$ cat config.mk
export PLATFORM = sky130hd
export DESIGN_NAME = chg_ser_master
export DESIGN_NICKNAME = d
export VERILOG_FILES = /design/src/rtl/chg_ser_pkg.sv /design/src/rtl/trig_sync.sv /design/src/rtl/launch_ctrl.sv /design/src/rtl/shift_engine.sv /design/src/rtl/chg_ser_master.sv
export SDC_FILE = /design/constraint.sdc
export NUM_CORES = 1
export LEC_CHECK = 0
export ABC_AREA = 0
export CORE_MARGIN = 5
export CORE_UTILIZATION = 35
export CTS_CLUSTER_SIZE = 12
export DETAILED_ROUTE_END_ITERATION = 10
export SKIP_CTS_REPAIR_TIMING = 1
export SLEW_MARGIN = 20
export SYNTH_ARGS = -nofsm -noshare
export SYNTH_HDL_FRONTEND = slang
export SYNTH_SLANG_ARGS = --single-unit
$ cat constraint.sdc
create_clock -name clk_i -period 3 [get_ports clk_i]
set_input_delay 0.9 -clock clk_i [delete_from_list [all_inputs] [get_ports clk_i]]
set_output_delay 0.9 -clock clk_i [all_outputs]
set_load 0.01 [all_outputs]
$ cat src/rtl/chg_ser_pkg.sv
package chg_ser_pkg;
   localparam int unsigned MIN_FRAME = 4;

   typedef enum logic {
      SRC_PINS = 1'b0,
      SRC_ALT  = 1'b1
   } src_sel_e;
endpackage

$ cat src/rtl/trig_sync.sv
module trig_sync #(
   parameter int unsigned STAGES = 2
) (
   input  logic clk_i,
   input  logic rst_ni,
   input  logic d_i,
   output logic rise_o
);
   if (STAGES < 2) begin : g_bad_stages
      $error("trig_sync needs at least two stages");
   end

   logic [STAGES:0] sr_q;

   for (genvar s = 0; s <= STAGES; s++) begin : g_stage
      if (s == 0) begin : g_first
         always_ff @(posedge clk_i or negedge rst_ni)
            if (!rst_ni) sr_q[0] <= 1'b0;
            else         sr_q[0] <= d_i;
      end else begin : g_next
         always_ff @(posedge clk_i or negedge rst_ni)
            if (!rst_ni) sr_q[s] <= 1'b0;
            else         sr_q[s] <= sr_q[s-1];
      end
   end

   assign rise_o = sr_q[STAGES-1] & ~sr_q[STAGES];
endmodule

$ cat src/rtl/launch_ctrl.sv
module launch_ctrl #(
   parameter int unsigned DATA_W = 16
) (
   input  logic              clk_i,
   input  logic              rst_ni,
   input  logic [DATA_W-1:0] word_i,
   input  logic              chg_en_i,
   input  logic              trig_en_i,
   input  logic              trig_rise_i,
   input  logic              busy_i,
   output logic              launch_o,
   output logic [DATA_W-1:0] cmp_o
);
   logic [DATA_W-1:0] cmp_q;
   logic              pend_q;
   logic              chg_req;
   logic              trig_req;
   logic              trig_hit;

   assign trig_hit = trig_rise_i & trig_en_i;
   assign chg_req  = chg_en_i && (word_i != cmp_q);
   assign trig_req = trig_hit | pend_q;
   assign launch_o = !busy_i && (chg_req || trig_req);
   assign cmp_o    = cmp_q;

   always_ff @(posedge clk_i or negedge rst_ni) begin
      if (!rst_ni) begin
         cmp_q  <= '0;
         pend_q <= 1'b0;
      end else begin
         pend_q <= (pend_q | trig_hit) & ~launch_o;
         if (launch_o) cmp_q <= word_i;
      end
   end
endmodule

$ cat src/rtl/shift_engine.sv
module shift_engine #(
   parameter int unsigned DATA_W = 16,
   parameter int unsigned LEN_W  = 5,
   parameter int unsigned DIV_W  = 8,
   parameter int unsigned NUM_CS = 8
) (
   input  logic              clk_i,
   input  logic              rst_ni,
   input  logic              launch_i,
   input  logic [DATA_W-1:0] word_i,
   input  logic [LEN_W-1:0]  len_i,
   input  logic [DIV_W-1:0]  div_i,
   input  logic [NUM_CS-1:0] mask_i,
   input  logic              cont_i,
   output logic              sck_o,
   output logic              mosi_o,
   output logic [NUM_CS-1:0] cs_n_o,
   output logic              busy_o,
   output logic              done_o
);
   localparam int unsigned EW = LEN_W + 1;
   localparam logic [LEN_W-1:0] DW_L = LEN_W'(DATA_W);

   logic              busy_q, sck_q, done_q, cont_q;
   logic [DIV_W-1:0]  cnt_q, div_q;
   logic [EW-1:0]     edge_q;
   logic [DATA_W-1:0] sh_q;
   logic [NUM_CS-1:0] mask_q;

   always_ff @(posedge clk_i or negedge rst_ni) begin
      if (!rst_ni) begin
         busy_q <= 1'b0;
         sck_q  <= 1'b0;
         done_q <= 1'b0;
         cont_q <= 1'b0;
         cnt_q  <= '0;
         div_q  <= '0;
         edge_q <= '0;
         sh_q   <= '0;
         mask_q <= '0;
      end else begin
         done_q <= 1'b0;
         if (launch_i) begin
            busy_q <= 1'b1;
            sck_q  <= 1'b0;
            cnt_q  <= div_i;
            div_q  <= div_i;
            edge_q <= {len_i, 1'b0} - EW'(1);
            sh_q   <= word_i << (DW_L - len_i);
            mask_q <= mask_i;
            cont_q <= cont_i;
         end else if (busy_q) begin
            if (cnt_q != '0) begin
               cnt_q <= cnt_q - DIV_W'(1);
            end else begin
               cnt_q <= div_q;
               sck_q <= ~sck_q;
               if (sck_q) sh_q <= sh_q << 1;
               if (edge_q == '0) begin
                  busy_q <= 1'b0;
                  sck_q  <= 1'b0;
                  done_q <= 1'b1;
               end else begin
                  edge_q <= edge_q - EW'(1);
               end
            end
         end
      end
   end

   assign sck_o  = sck_q;
   assign mosi_o = busy_q & sh_q[DATA_W-1];
   assign busy_o = busy_q;
   assign done_o = done_q;
   assign cs_n_o = ~(mask_q & {NUM_CS{busy_q | cont_q}});
endmodule

$ cat src/rtl/chg_ser_master.sv
module chg_ser_master #(
   parameter int unsigned DATA_W      = 16,
   parameter int unsigned NUM_CS      = 8,
   parameter int unsigned NUM_ATTR    = 8,
   parameter int unsigned DIV_W       = 8,
   parameter int unsigned SYNC_STAGES = 2,
   localparam int unsigned SEL_W      = $clog2(NUM_ATTR),
   localparam int unsigned LEN_W      = $clog2(DATA_W + 1)
) (
   input  logic                      clk_i,
   input  logic                      rst_ni,
   input  logic [DATA_W-1:0]         par_i,
   input  logic [DATA_W-1:0]         alt_data_i,
   input  logic                      src_sel_i,
   input  logic                      chg_en_i,
   input  logic                      trig_en_i,
   input  logic                      trig_i,
   input  logic                      cont_i,
   input  logic [SEL_W-1:0]          attr_sel_i,
   input  logic [NUM_CS-1:0]         cs_en_i,
   input  logic [NUM_ATTR*LEN_W-1:0] attr_len_i,
   input  logic [NUM_ATTR*DIV_W-1:0] attr_div_i,
   output logic                      sck_o,
   output logic                      mosi_o,
   output logic [NUM_CS-1:0]         cs_n_o,
   output logic                      busy_o,
   output logic                      done_o
);
   import chg_ser_pkg::*;

   if (DATA_W < MIN_FRAME) begin : g_bad_width
      $error("DATA_W must be at least the minimum frame length");
   end
   if (NUM_ATTR != (1 << SEL_W)) begin : g_bad_attr
      $error("NUM_ATTR must be a power of two");
   end

   logic [DATA_W-1:0] pin_q;
   logic [DATA_W-1:0] word_w;
   logic [DATA_W-1:0] cmp_w;
   logic              trig_rise;
   logic              launch;
   logic [LEN_W-1:0]  len_tab [NUM_ATTR];
   logic [DIV_W-1:0]  div_tab [NUM_ATTR];
   logic [LEN_W-1:0]  len_raw, len_c;

   always_ff @(posedge clk_i or negedge rst_ni)
      if (!rst_ni) pin_q <= '0;
      else         pin_q <= par_i;

   assign word_w = (src_sel_e'(src_sel_i) == SRC_ALT) ? alt_data_i : pin_q;

   for (genvar k = 0; k < NUM_ATTR; k++) begin : g_attr
      assign len_tab[k] = attr_len_i[k*LEN_W +: LEN_W];
      assign div_tab[k] = attr_div_i[k*DIV_W +: DIV_W];
   end

   assign len_raw = len_tab[attr_sel_i];

   always_comb begin
      if (len_raw < LEN_W'(MIN_FRAME))   len_c = LEN_W'(MIN_FRAME);
      else if (len_raw > LEN_W'(DATA_W)) len_c = LEN_W'(DATA_W);
      else                               len_c = len_raw;
   end

   trig_sync #(.STAGES(SYNC_STAGES)) u_sync (
      .clk_i  (clk_i),
      .rst_ni (rst_ni),
      .d_i    (trig_i),
      .rise_o (trig_rise)
   );

   launch_ctrl #(.DATA_W(DATA_W)) u_launch (
      .clk_i       (clk_i),
      .rst_ni      (rst_ni),
      .word_i      (word_w),
      .chg_en_i    (chg_en_i),
      .trig_en_i   (trig_en_i),
      .trig_rise_i (trig_rise),
      .busy_i      (busy_o),
      .launch_o    (launch),
      .cmp_o       (cmp_w)
   );

   shift_engine #(
      .DATA_W (DATA_W),
      .LEN_W  (LEN_W),
      .DIV_W  (DIV_W),
      .NUM_CS (NUM_CS)
   ) u_shift (
      .clk_i    (clk_i),
      .rst_ni   (rst_ni),
      .launch_i (launch),
      .word_i   (word_w),
      .len_i    (len_c),
      .div_i    (div_tab[attr_sel_i]),
      .mask_i   (cs_en_i),
      .cont_i   (cont_i),
      .sck_o    (sck_o),
      .mosi_o   (mosi_o),
      .cs_n_o   (cs_n_o),
      .busy_o   (busy_o),
      .done_o   (done_o)
   );
endmodule

==> out/results.ini, run 1 <==
[detailed_routing]
drc=0
antenna_left=0
first_iter_violations=293
firstDrtPassIters=4
viasPerCell=5.195
wl_per_cell_um=17.15
vias=5221
wirelength_um=17230

[clock_tree]
cts-buffers-inserted=9
cts_tree=done
clock_latency_ns=0.35
path_clk_slew_ns=0.06
cts_root_buf=clkbuf_16
cts_buffer_depth=2
htreeDepth=3
cts_sinks=86

[run_status]
violations=negative setup slack
run_status=finished with violations

[worst_setup_path]
timing.rr.start=pin_q[7]
end_kind=flop
startpoint_type=primary input
rrSetupSlack_ns=0.52
cp.required_ns=3.23
r2r_end=u_shift.sh_q[2]
critPathKind=primary input to flop
reg2regPathDepth=9
cp.arrival_ns=3.55
crit_fanout=5

[floorplan]
initial_utilization_pct=35.68
fp.dieW_um=137.0
die_h_um=137.0
num_io_pins=166
std_cell_rows=46
coreArea_um2=15830
dieArea_um2=18770

[synth]
synth_seq_cells=86
syn_avg_cell_area_um2=10.19
ys_top_cells_by_area=dfrtp_1 38%, mux4_2 11%, nand2_1 7.9%
synthFlopType=dfrtp_1
synthesis.nets=713
yosys_warnings=0
seq_area_frac_synth_pct=38.11
async_flop_share_pct=100.0
mappedNetlistArea_um2=5647
synth_top_area_share_pct=38.11
synth_edf_count=0
syn_inst=554
yosysUniqueCellTypes=56
synth_area_leader_cell=dfrtp_1

[global_route]
antenna_found_initial=0
grt_pass1_vias=5293
grt_max_degree=36
grtUsageTotal_pct=18.07
grt_pass1_wl_um=27030
overflow=0

[sta]
worstMarginPinSlew_ns=0.5946
fin_ws_ns=-0.3202
setup_viol_count_final=16
min_period_over_period_pct=110.7
drv_slew=0
hold_ws_ns=0.3572
relSlewSlack_pct=60.25
clock_skew_ns=0.009536
hold_viol=0
period_needed_ns=3.320
fmax_mhz=301.2
rsz0062_at_grt=true

[placed_design]
port_buffers=165
gp_congestion=0.9188
dp_hpwl_um=13300
dpl_worst_slack_ns=-1.140

[flow_run]
drv_cap=0

[pwr]
irDropWorstVdd_mv=0.3027
leakagePower_nw=4.029
total_power_mw=3.869
p_per_area_nw_per_um2=427.3

[finish]
fin_nets=944
area.growth.synth_to_final_pct=60.36
final_cell_mix=125 x clkdlybuf4s50_1, 117 x nand2_1, 86 x dfrtp_1
final_common_cell=clkdlybuf4s50_1
drive_gt1_share_pct=26.36
n_antenna_cell=0

[worst_hold_path]
hold_start=u_sync.sr_q[0]
holdPathEnd=u_sync.sr_q[1]
hold-path-cell-count=0
min_path_type=flop to flop

flip-flops by register name, summed over array words and instances (netlist names):
name,cells
pin_q,16
u_launch.cmp_o,16
u_launch.pend_q,1
u_shift.busy_o,1
u_shift.cnt_q,8
u_shift.cont_q,1
u_shift.div_q,8
u_shift.done_o,1
u_shift.edge_q,6
u_shift.mask_q,8
u_shift.sck_o,1
u_shift.sh_q,16
u_sync.sr_q,3
metrics by stage:
| step | std cells | instance area (um^2) | util, % | setup TNS, ns |
|---|---|---|---|---|
| floorplan | 554 | 5814 | - | -11.01 |
| global placement | 969 | 8085 | 51.08 | -55.15 |
| detailed placement | 969 | 8085 | 51.08 | -56.25 |
| CTS | 984 | 8409 | 53.13 | -33.05 |
| global route | 1005 | 9055 | 57.21 | -5.700 |
| finish | 1005 | 9055 | 57.21 | -3.550 |
metal layers:
metal	global-route usage, %	share of wire, %	up-vias
met1	24.41	43	2567
li1	-	-	2473
met2	29.37	49	157
met4	5.710	1.9	0
met3	3.493	5.3	24
met5	0	0	-
worst max-delay path by stage:
stage	depth (start not counted)	start	slack [ns]	endpoint
final	13	attr_len_i[5]	-0.32	u_shift.sh_q[12]
after CTS	12	attr_sel_i[0]	-0.79	u_shift.sh_q[12]
after detailed placement	12	attr_sel_i[0]	-1.14	u_shift.sh_q[12]
after global routing	11	attr_len_i[11]	-0.42	u_shift.sh_q[12]
after floorplan	16	attr_sel_i[0]	-0.81	u_shift.sh_q[13]
after global placement	13	attr_sel_i[0]	-1.04	u_shift.sh_q[14]
cell usage after synthesis (3+ instances only):
master,count
nand2_1,119
dfrtp_1,86
o21ai_0,43
mux2i_1,40
mux4_2,27
nor2_1,27
xnor2_1,21
mux2_2,13
nand3_1,13
inv_1,12
a21oi_1,11
clkbuf_1,11
o211ai_1,11
buf_2,10
a2bb2oi_1,8
buf_4,8
nor3_1,8
mux4_1,7
nor4_1,7
and3_1,6
buf_6,5
ha_1,5
a31oi_1,4
nand3b_1,4
xor2_1,4
and2_1,3
nand4_1,3
o221ai_1,3
o22ai_1,3
power by group:
part	internal (mW)	leakage [nW]	switching (mW)
combinational	0.764	2.81	0.580
sequential	1.24	1.06	0.0541
clock	0.771	0.155	0.458
cells by family (layout without fill, tap and decap cells):
kind of cell / count (synthesis) / in the layout / synth area share [%]
AO/OA/AOI/OAI: 101 / 101 / 11.83
XOR/XNOR: 27 / 27 / 4.853
adder cells (fa/ha/maj): 5 / 5 / 1.108
buffers and inverters: 49 / 284 / 4.875
flip-flops: 86 / 86 / 38.11
multiplexers: 88 / 88 / 24.11
AND/OR/NAND/NOR: 198 / 198 / 15.11
worst max-delay path, stage by stage:
cell and delay (ns):
clkdlybuf4s50_1 0.42, mux4_2 0.46, mux2_4 0.29, o211a_4 0.16, inv_4 0.07, ha_4 0.21, clkinv_8 0.09, buf_12 0.13
mux2i_4 0.18, a22oi_2 0.14, o21ai_1 0.10, and2_1 0.14, o31a_1 0.26
final cells by class:
type / instances / area [um^2]
multi-input cells: 419 / 3568
fillers: 1319 / 6773
inverters: 13 / 68.82
flip-flops and latches: 86 / 2152
well taps: 216 / 270.3
clock inverters: 3 / 67.56
repair buffers: 256 / 2671
clock buffers: 12 / 256.5
Note: power is estimated with default switching activity, not from simulation.
==> inputs of run 2 (changes only) <==
CTS_CLUSTER_SIZE = 10   (was 12)
==> results of run 2 <==
Same layout as run 1: the final DEF is identical, and so are final timing and power.
==> inputs of run 3 (changes only) <==
CORE_UTILIZATION = 48   (was 35)
HOLD_SLACK_MARGIN = 0.08   (was not set)
PLACE_DENSITY = 0.81   (was not set)
==> run 3 against run 2 <==
Effect of this change:
- the flow still finishes with violations (negative setup slack)
- cell count decreased by 7.1%
- critical path depth is 1 lower
- sequential share of layout area increased by 0.18 points
- clock skew is 0.0037 ns lower
- flip-flop and latch count unchanged
- worst setup slack worse by 0.041 ns
==> out/results.ini, run 3 (same netlist as run 1, synthesis figures left out) <==
[finish]
final_cell_mix=117 x clkdlybuf4s50_1, 116 x nand2_1, 86 x dfrtp_1
fillers=641  ; -51%
n_antenna_cell=0  ; unchanged
drive_gt1_share_pct=27.05  ; +0.69 points
fin_nets=946  ; +0.21%
area.growth.synth_to_final_pct=59.18
final_common_cell=clkdlybuf4s50_1

[run_status]
violations=negative setup slack
run_status=finished with violations

[placed_design]
port_buffers=165  ; unchanged
dpl_worst_slack_ns=-1.149  ; -0.008590 ns
gp_congestion=0.9067  ; -1.3%
dp_hpwl_um=12910  ; -2.9%

[global_route]
grt_util_met3_pct=4.250  ; +0.76 points
antenna_found_initial=0  ; unchanged
grt_pass1_vias=5435  ; +2.7%
overflow=0  ; unchanged
grt_pass1_wl_um=26790  ; -0.92%
use_met2_pct=39.52  ; +10 points
grt_max_degree=49  ; +36%
grt_busiest_layer=met2
use_met1_pct=30.08  ; +5.7 points
grtUsageTotal_pct=23.17  ; +5.1 points

[clock_tree]
cts_sinks=86  ; unchanged
clock_latency_ns=0.35  ; about the same
path_clk_slew_ns=0.06  ; about the same
cts_root_buf=clkbuf_16
cts_tree=done
cts_buffer_depth=2  ; unchanged
htreeDepth=3  ; unchanged
cts-buffers-inserted=9  ; unchanged

[sta]
setup_viol_count_final=20  ; +4
drv_slew=0  ; unchanged
hold_viol=0  ; unchanged
relSlewSlack_pct=62.35  ; +2.1 points
hold_ws_ns=0.3598  ; +0.002634 ns
rsz0062_at_grt=true
fmax_mhz=297.5  ; -1.2%
period_needed_ns=3.362  ; +0.04131 ns
clock_skew_ns=0.005828  ; -0.003708 ns
min_period_over_period_pct=112.1  ; +1.4 points
fin_ws_ns=-0.3615  ; -0.04131 ns
worstMarginPinSlew_ns=0.5632  ; -0.03142 ns

[floorplan]
fp.dieW_um=118.5  ; -14%
die_h_um=118.5  ; -14%
std_cell_rows=39  ; -15%
num_io_pins=166  ; unchanged
initial_utilization_pct=49.24  ; +14 points
coreArea_um2=11470  ; -28%
dieArea_um2=14030  ; -25%

[detailed_routing]
wl_per_cell_um=20.87  ; +22%
drc=0  ; unchanged
viasPerCell=6.017  ; +16%
firstDrtPassIters=5  ; +1
first_iter_violations=600  ; +100%
vias=5620  ; +7.6%
wirelength_um=19490  ; +13%
antenna_left=0  ; unchanged

[worst_hold_path]
min_path_type=flop to flop
hold_start=u_sync.sr_q[0]

[worst_setup_path]
timing.rr.start=pin_q[11]
cp.required_ns=3.23  ; about the same
worstSetupStartpoint=attr_len_i[21]
cp.arrival_ns=3.60  ; +0.05 ns
end_kind=flop
crit_fanout=7  ; +2
critPathKind=primary input to flop
startpoint_type=primary input

[pwr]
leakagePower_nw=4.098  ; +1.7%
p_per_area_nw_per_um2=430.8  ; +0.82%
irDropWorstVdd_mv=0.3709  ; +23%
total_power_mw=3.872  ; about the same

[flow_run]
drv_cap=0  ; unchanged

==> run 3: cell types whose count changed in the layout (fill, tap and decap cells not counted), moves of 3 or more <==
cell,change
mux2i_1,-5
mux2i_4,-3
dlymetal6s2s_1,+8
buf_12,-3
clkdlybuf4s50_1,-8
buf_6,+3
mux2i_2,+8
==> run 3: layer usage <==
metal	wire [um]	share of wire, %	up-vias
met1	7433	38	2708
met4	803	4.1	0
met5	0	0	-
met3	1495	7.7	96
met2	9757	50	345
li1	-	-	2471
==> run 3: through the flow <==
step	area (um^2)	setup TNS, ns	utilization [%]	instances
floorplan	5814	-11.01	-	554
global placement	7979	-44.50	69.58	894
detailed placement	7979	-53.31	69.58	894
CTS	8269	-32.16	72.11	909
global route	8989	-6.085	78.39	934
finish	8989	-3.867	78.39	934
==> run 3: layout make-up <==
class | count | area, um^2 | area share, %
clock buffers | 11 | 242.7 | 2.700
inverters | 13 | 68.82 | 0.7656
clock inverters | 4 | 47.55 | 0.5290
flip-flops and latches | 86 | 2152 | 23.94
multi-input cells | 421 | 3598 | 40.03
well taps | 143 | 178.9 | 1.991
repair buffers | 256 | 2700 | 30.04
==> run 3: path summary, 6_finish.rpt <==
| path | endpoint | slack, ns | cells after the start |
|---|---|---|---|
| worst max-delay path | u_shift.sh_q[12] | -0.36 | 12 |
| worst min-delay path | u_sync.sr_q[1] | 0.36 | 0 |
| worst max register to register | u_shift.sh_q[4] | 0.54 | 10 |
| worst min register to register | u_sync.sr_q[1] | 0.36 | 0 |
| max in group asynchronous | u_launch.cmp_o[9] | 1.81 | 2 |
| min in group asynchronous | u_shift.cnt_q[4] | 0.54 | 1 |
==> run 3: worst max-delay path: stages <==
cell and delay, ns:
clkdlybuf4s50_1 0.40, mux4_2 0.47, mux2_4 0.30, o211ai_1 0.15, ha_4 0.26, clkinv_8 0.09, xnor2_4 0.16, buf_4 0.15
a22oi_1 0.23, o21ai_2 0.09, and2_0 0.17, o31a_1 0.23
==> run 3: power breakdown <==
group          switching, mW  leakage [nW]  total (mW)  internal, mW
combinational          0.667          2.90        1.46         0.794
sequential            0.0585          1.06        1.30          1.24
clock                  0.451         0.141        1.11         0.660
total                   1.18          4.10        3.87          2.70
